==> src/rtl/cc_pkg.sv <==
package cc_pkg;

   typedef struct packed {
      logic n;
      logic z;
      logic v;
      logic c;
   } cc_flags_t;

   typedef enum logic [3:0] {
      CND_NEVER  = 4'd0,
      CND_EQ     = 4'd1,
      CND_MI     = 4'd2,
      CND_VS     = 4'd3,
      CND_CS     = 4'd4,
      CND_LT     = 4'd5,
      CND_LE     = 4'd6,
      CND_LS     = 4'd7,
      CND_ALWAYS = 4'd8,
      CND_NE     = 4'd9,
      CND_PL     = 4'd10,
      CND_VC     = 4'd11,
      CND_CC     = 4'd12,
      CND_GE     = 4'd13,
      CND_GT     = 4'd14,
      CND_HI     = 4'd15
   } cond_e;

endpackage

==> src/rtl/cc_flag_reg.sv <==
module cc_flag_reg
   import cc_pkg::*;
(
   input  logic      clk,
   input  logic      rst_n,
   input  logic      we,
   input  cc_flags_t d,
   output cc_flags_t q
);

   cc_flags_t state_q;

   always_ff @(posedge clk or negedge rst_n) begin
      if (!rst_n)
         state_q <= '0;
      else if (we)
         state_q <= d;
   end

   assign q = state_q;


   flags_hold_chk: assert property (@(posedge clk) disable iff (!rst_n)
      !we |=> $stable(state_q));


   flags_load_chk: assert property (@(posedge clk) disable iff (!rst_n)
      we |=> state_q == $past(d));

endmodule

==> src/rtl/cc_cond_eval.sv <==
module cc_cond_eval
   import cc_pkg::*;
#(
   parameter int FOLD_INVERSE = 1
)(
   input  cc_flags_t   flags,
   input  logic [3:0]  sel,
   output logic        taken
);

   logic signed_lt;
   assign signed_lt = flags.n ^ flags.v;

   generate
      if (FOLD_INVERSE != 0) begin : g_fold
         logic base;
         always_comb begin
            unique case (sel[2:0])
               3'd0:    base = 1'b0;
               3'd1:    base = flags.z;
               3'd2:    base = flags.n;
               3'd3:    base = flags.v;
               3'd4:    base = flags.c;
               3'd5:    base = signed_lt;
               3'd6:    base = flags.z | signed_lt;
               default: base = flags.c | flags.z;
            endcase
         end
         assign taken = base ^ sel[3];
      end else begin : g_flat
         always_comb begin
            unique case (cond_e'(sel))
               CND_NEVER:  taken = 1'b0;
               CND_EQ:     taken = flags.z;
               CND_MI:     taken = flags.n;
               CND_VS:     taken = flags.v;
               CND_CS:     taken = flags.c;
               CND_LT:     taken = signed_lt;
               CND_LE:     taken = flags.z | signed_lt;
               CND_LS:     taken = flags.c | flags.z;
               CND_ALWAYS: taken = 1'b1;
               CND_NE:     taken = ~flags.z;
               CND_PL:     taken = ~flags.n;
               CND_VC:     taken = ~flags.v;
               CND_CC:     taken = ~flags.c;
               CND_GE:     taken = ~signed_lt;
               CND_GT:     taken = ~(flags.z | signed_lt);
               default:    taken = ~(flags.c | flags.z);
            endcase
         end
      end
   endgenerate

endmodule

==> src/rtl/cc_target_adder.sv <==
module cc_target_adder #(
   parameter int ADDR_W     = 16,
   parameter int DISP_W     = 8,
   parameter int WORD_SHIFT = 1
)(
   input  logic [ADDR_W-1:0] base_pc,
   input  logic [DISP_W-1:0] disp,
   output logic [ADDR_W-1:0] target
);

   localparam int EXT_W = ADDR_W - DISP_W;

   logic [ADDR_W-1:0] disp_ext;
   logic [ADDR_W-1:0] offset;

   assign disp_ext = {{EXT_W{disp[DISP_W-1]}}, disp};

   generate
      if (WORD_SHIFT == 0) begin : g_byte
         assign offset = disp_ext;
      end else begin : g_word
         assign offset = {disp_ext[ADDR_W-1-WORD_SHIFT:0], {WORD_SHIFT{1'b0}}};
      end
   endgenerate

   assign target = base_pc + offset;

endmodule

==> src/rtl/branch_cond_unit.sv <==
module branch_cond_unit
   import cc_pkg::*;
#(
   parameter int ADDR_W       = 16,
   parameter int DISP_W       = 8,
   parameter int WORD_SHIFT   = 1,
   parameter int FOLD_INVERSE = 1
)(
   input  logic              clk,
   input  logic              rst_n,
   input  logic [3:0]        flags_in,
   input  logic              flags_we,
   input  logic [3:0]        cond_sel,
   input  logic [DISP_W-1:0] disp,
   input  logic [ADDR_W-1:0] pc_in,
   output logic              taken,
   output logic [ADDR_W-1:0] next_pc
);

   initial begin
      param_disp_chk: assert (DISP_W >= 2 && DISP_W < ADDR_W)
         else $error("DISP_W must lie between 2 and ADDR_W-1");
      param_shift_chk: assert (WORD_SHIFT >= 0 && WORD_SHIFT < ADDR_W - DISP_W)
         else $error("WORD_SHIFT too large for ADDR_W");
   end

   cc_flags_t         flags_q;
   logic              take_w;
   logic [ADDR_W-1:0] target_w;

   cc_flag_reg u_flags (
      .clk  (clk),
      .rst_n(rst_n),
      .we   (flags_we),
      .d    (cc_flags_t'(flags_in)),
      .q    (flags_q)
   );

   cc_cond_eval #(.FOLD_INVERSE(FOLD_INVERSE)) u_eval (
      .flags(flags_q),
      .sel  (cond_sel),
      .taken(take_w)
   );

   cc_target_adder #(
      .ADDR_W    (ADDR_W),
      .DISP_W    (DISP_W),
      .WORD_SHIFT(WORD_SHIFT)
   ) u_add (
      .base_pc(pc_in),
      .disp   (disp),
      .target (target_w)
   );

   assign taken   = take_w;
   assign next_pc = take_w ? target_w : pc_in;


   never_code_chk: assert property (@(posedge clk) disable iff (!rst_n)
      cond_sel == 4'd0 |-> !taken);


   always_code_chk: assert property (@(posedge clk) disable iff (!rst_n)
      cond_sel == 4'd8 |-> taken);


   eq_follows_z_chk: assert property (@(posedge clk) disable iff (!rst_n)
      cond_sel == 4'd1 |-> taken == flags_q.z);


   fallthrough_pc_chk: assert property (@(posedge clk) disable iff (!rst_n)
      !taken |-> next_pc == pc_in);


   taken_offset_chk: assert property (@(posedge clk) disable iff (!rst_n)
      taken |-> (next_pc - pc_in) == (ADDR_W'($signed(disp)) << WORD_SHIFT));

endmodule

==> config.mk <==
export PLATFORM = sky130hd
export DESIGN_NAME = branch_cond_unit
export DESIGN_NICKNAME = d
export VERILOG_FILES = /design/src/rtl/cc_pkg.sv /design/src/rtl/cc_flag_reg.sv /design/src/rtl/cc_cond_eval.sv /design/src/rtl/cc_target_adder.sv /design/src/rtl/branch_cond_unit.sv
export SDC_FILE = /design/constraint.sdc
export NUM_CORES = 1
export LEC_CHECK = 0
export ABC_AREA = 1
export ABC_CLOCK_PERIOD_IN_PS = 1900
export BUFFER_PORTS_ARGS = -buffer_cell sky130_fd_sc_hd__clkbuf_2
export CORE_MARGIN = 4
export CORE_UTILIZATION = 25
export DETAILED_ROUTE_END_ITERATION = 7
export PLACE_DENSITY_LB_ADDON = 0.2
export SLEW_MARGIN = 20
export SYNTH_ARGS = -nofsm -noshare
export SYNTH_HDL_FRONTEND = slang
export SYNTH_SLANG_ARGS = --single-unit
==> constraint.sdc <==
create_clock -name clk -period 1.9 [get_ports clk]
set_input_delay 0.285 -clock clk [delete_from_list [all_inputs] [get_ports clk]]
set_output_delay 0.285 -clock clk [all_outputs]
set_load 0.02 [all_outputs]
-- Word level (Yosys, flattened, before mapping)
Index checks and enable logic that the tools add are counted.
- bits in registers: 4
- input bits: 35
- output and inout bits: 17
- logic and storage cells: 18
- add/sub/neg operators: 1
- equal/unequal tests: 6
- multiplexer cells: 2
- bitwise gates (word level): 4
- reduce and logical (&&, ||, !) cells: 1
- operator list (operator ; number):
    $add 16x16->16 ; 1
    $mux 16 ; 1
    $eq 3x3->1 const B ; 3
    $pmux 1 s7 ; 1
    $eq 3x2->1 const B ; 2
    $eq 3x1->1 const B ; 1
    $logic_not 3->1 ; 1
    $or 1x1->1 ; 2
    $xor 1x1->1 ; 2

-- Depth between registers and ports, before layout
- word-level depth: 5
- gate-level depth with buffers: 12
- mapped depth without buffers: 12

-- Modules after synthesis
From an unflattened synthesis, not the netlist that was laid out.
- cells, all modules: 257
- area, all modules: 1368.8 um2
- modules (own cells, without submodules) (module ; times used ; cells each ; area each (um2) ; sequential area each (um2)):
    cc_target_adder ; 1 ; 156 ; 845.8 ; 0.0
    branch_cond_unit ; 1 ; 52 ; 244.0 ; 0.0
    cc_flag_reg ; 1 ; 17 ; 148.9 ; 100.1
    cc_cond_eval ; 1 ; 32 ; 130.1 ; 0.0

-- Worst setup path after synthesis
OpenSTA, ideal clock, no wires.
- kind: input-to-output
- start: in disp[0]
- end: out next_pc[13]
- arrival time: 1.581 ns
- data required time: 1.615 ns
- path slack: 0.034 ns
- cell stages on the path: 12
- path buffers: 0
- cell sequence: ha_1 -> inv_1 -> fa_1 -> inv_1 -> nand3_1 -> nand3_1 -> nand3_1 -> nand3_1 -> nand2_1 -> nand2_1 -> nand2_1 -> nand2_1
- cells in the longest elaborated chain, start to end: 2
- RTL lines (item ; line ; source):
    from (decl) ; branch_cond_unit.sv:14 ; input logic [DISP_W-1:0] disp,
    $add 16x16->16 ; cc_target_adder.sv:26 ; assign target = base_pc + offset;
    $mux 16 ; branch_cond_unit.sv:56 ; assign next_pc = take_w ? target_w : pc_in;
    to (decl) ; branch_cond_unit.sv:17 ; output logic [ADDR_W-1:0] next_pc
Every way passes these cells.

-- Worst setup path in the final report
- start: in pc_in[1]
- end: out next_pc[7]
- cells in the longest elaborated chain, start to end: 2
- RTL lines (item ; line ; source):
    from (decl) ; branch_cond_unit.sv:15 ; input logic [ADDR_W-1:0] pc_in,
    $add 16x16->16 ; cc_target_adder.sv:26 ;
    $mux 16 ; branch_cond_unit.sv:56 ;
Every way passes these cells.

==> metrics <==
violated checks=setup timing; vias in the first global route=1,818; TritonCTS clock tree=yes; PnR worst setup slack=-0.0711 ns; syn_area_per_cell=5.24 sq um; Port-buffer cells=between 40 and 50; Tcrit/Tclk final=1.04; # DRC=0; overall routing resource usage=0.138; status=finished, violations left; wire per inst=11.3 microns; Slew HR=0.822; TritonCTS Buffers=3; Synth Area in Simple Gates=0.551; fin crit period=1.97 ns; Post-Syn Nets=313; top cells by area, synth=nand2_1 (30%), nand3_1 (14%), ha_1 (13%); total power=1280 uW; Clock Latency Late Sink=0.21 ns; Layout Cells excl Fill=423; YS warnings=0; mux share of post-synthesis cell area=0.00817; Worst VDD drop=0.359 mV; Final Hold Slack=roughly 0.28 ns; slew at the pin closest to its max-slew limit=0.267 ns; Critical Path AT=approximately 1.7 ns; most frequent cells in the layout=nand2_1 (87), inv_1 (40), buf_4 (33); DR iter-0 viols=42; clk root buf=clkbuf_8; Post-Place Setup Slack=-0.243 ns; Pins Over Slew Limit=0; n_diodes=0; Clock Sink Count=4; full die area=0.00677 sq mm; Crit Path Class=in2out; crit path max fanout=3; IO Pins=52; post-synth cell types=21; layout net count=405; max reg flops=4; Final Skew=0 ns; largest family of logic cells by synthesized area=simple AND/OR/NAND/NOR gates; power per cell area=476 mW/mm^2; grt ovf=0; post-synthesis xor/xnor area fraction=0.0381; Post-Route Setup TNS=-0.266 ns; placed insts=between 400 and 500; Startpoint Class=input port; Final HPWL DP=about 3600 microns; Die Y=a little over 80 microns; final hold vios=0; first-pass GRT wire length=7580 microns; Int Power=between 700 and 800 uW; clk slew on worst S/H paths=approximately 0.030 ns; switch share=0.440; Seq/Total Area, Yosys=0.0726; FP Rows=26; layout cells sized above 1=0.487; Area growth, synth to finish=95.4%; initial antenna violation count=0; compound-gate portion of the synthesized area=0.0499; max_cap viols=0; leak pwr=0.00145 uW; 1st-pass router iterations=4; Flop pwr share=0.078; Cells after Synth=about 260; Max Fclk=about 0.51 GHz; vias=1,887; initial core utilization=0.263; synthesized area=0.00138 sq mm; most common cell after layout, fill and taps aside=nand2_1; vias per inst=~4.5; RePlAce Congestion=~0.84; core footprint=~0.0052 sq mm; Antenna Violating Nets Remaining=0; Synth Area in Adders=0.142; Crit. End Element=output pin; Max clock buf depth=2; Hold Path Class=in2reg; RSZ-0062 raised after global routing=true; Clock power frac=0.137; largest net degree at the start of global routing=9; post-synth top area share=0.299; total wire length=4760 microns; CTS HTree Levels=1; Final setup viols=10; power share of the combinational group=0.785; Critical Path RT=1.62 ns; Die Width=82.3 microns; largest area contributor in the netlist=nand2_1; P_sw=564 uW; Yosys reg bits=4
[cell type report]
class,count,area [sq um]
Clock buffer,3,41.3
Multi-Input combinational cell,212,1530
Fill cell,516,2540
Timing Repair Buffer,90,769
Inverter,44,165
Tap cell,70,87.6
Sequential cell,4,100
[repair_timing]
action | in CTS | in global routing
buffers inserted | 3 | 7
pin swaps | 17 | 33
resized for setup | 73 | 69
hold buffers | 1 | 0
endpoints found under the hold margin | 4 | 0
endpoints found under the setup margin | 16 | 16
[through the flow]
step / utilization / instance area (sq um)
floorplan: - / 1380
global placement: 0.365 / 1910
detailed placement: 0.365 / 1910
CTS: 0.453 / 2370
global route: 0.514 / 2690
finish: 0.514 / 2690
[layer usage]
layer	up-vias	track usage	wire, microns
li1	1006	-	-
met1	835	0.170	2030
met2	42	0.254	2460
met3	4	0.0141	228
met4	0	0.0332	44
met5	-	0	0
[cells by family after synthesis]
kind of cell    Yosys count
compound gates           13
xor+xnor                  6
fa+ha+maj                15
buf+inv                  47
flops                     4
mux                       1
simple gates            177
[power groups by stage]
stage | logic (uW) | clock network, uW | registers, uW
after detailed placement | 684 | 0 | 99.6
after CTS | 868 | 181 | 99.2
after global placement | 682 | 0 | 99.3
final | 1010 | 176 | 99.7
after floorplan | 432 | 0 | 98.3
after global routing | 1100 | 185 | 101
[worst max-delay path, cell delays in order]
cell and delay (ns):
buf_8 0.08, ha_4 0.13, inv_2 0.04, fa_2 0.34, inv_2 0.09, nand2_1 0.07
nand3_2 0.08, buf_4 0.12, xor2_1 0.14, nand3_1 0.09, nand2_1 0.08, clkbuf_8 0.14
[synth_stat cells]
master / number
o21ai_2: 1
dfrtp_1: 4
nor2_1: 17
nand2_1: 110
o21ai_0: 3
xnor2_1: 1
buf_6: 1
nand2_2: 2
fa_1: 1
and2_1: 2
xor2_1: 5
a21oi_1: 9
nand2_4: 1
buf_4: 2
inv_1: 44
nand3_1: 38
nand4_1: 3
nand3b_1: 1
mux2_2: 1
nand3_2: 3
ha_1: 14
[path summary, 6_finish.rpt]
| kind | startpoint | end | cells past startpoint | slack (ns) |
|---|---|---|---|---|
| max in group asynchronous | rst_n | u_flags.q[2]$_DFFE_PN0P_ | 2 | 1.37 |
| min in group asynchronous | rst_n | u_flags.q[3]$_DFFE_PN0P_ | 2 | 0.40 |
| hold reg to reg | u_flags.q[2]$_DFFE_PN0P_ | u_flags.q[2]$_DFFE_PN0P_ | 2 | 0.54 |
| hold / removal | flags_in[3] | u_flags.q[3]$_DFFE_PN0P_ | 3 | 0.28 |
| setup / recovery | pc_in[1] | next_pc[7] | 12 | -0.07 |
| setup reg to reg | u_flags.q[0]$_DFFE_PN0P_ | u_flags.q[0]$_DFFE_PN0P_ | 1 | 1.12 |
Note: power is estimated with default switching activity, not from simulation.
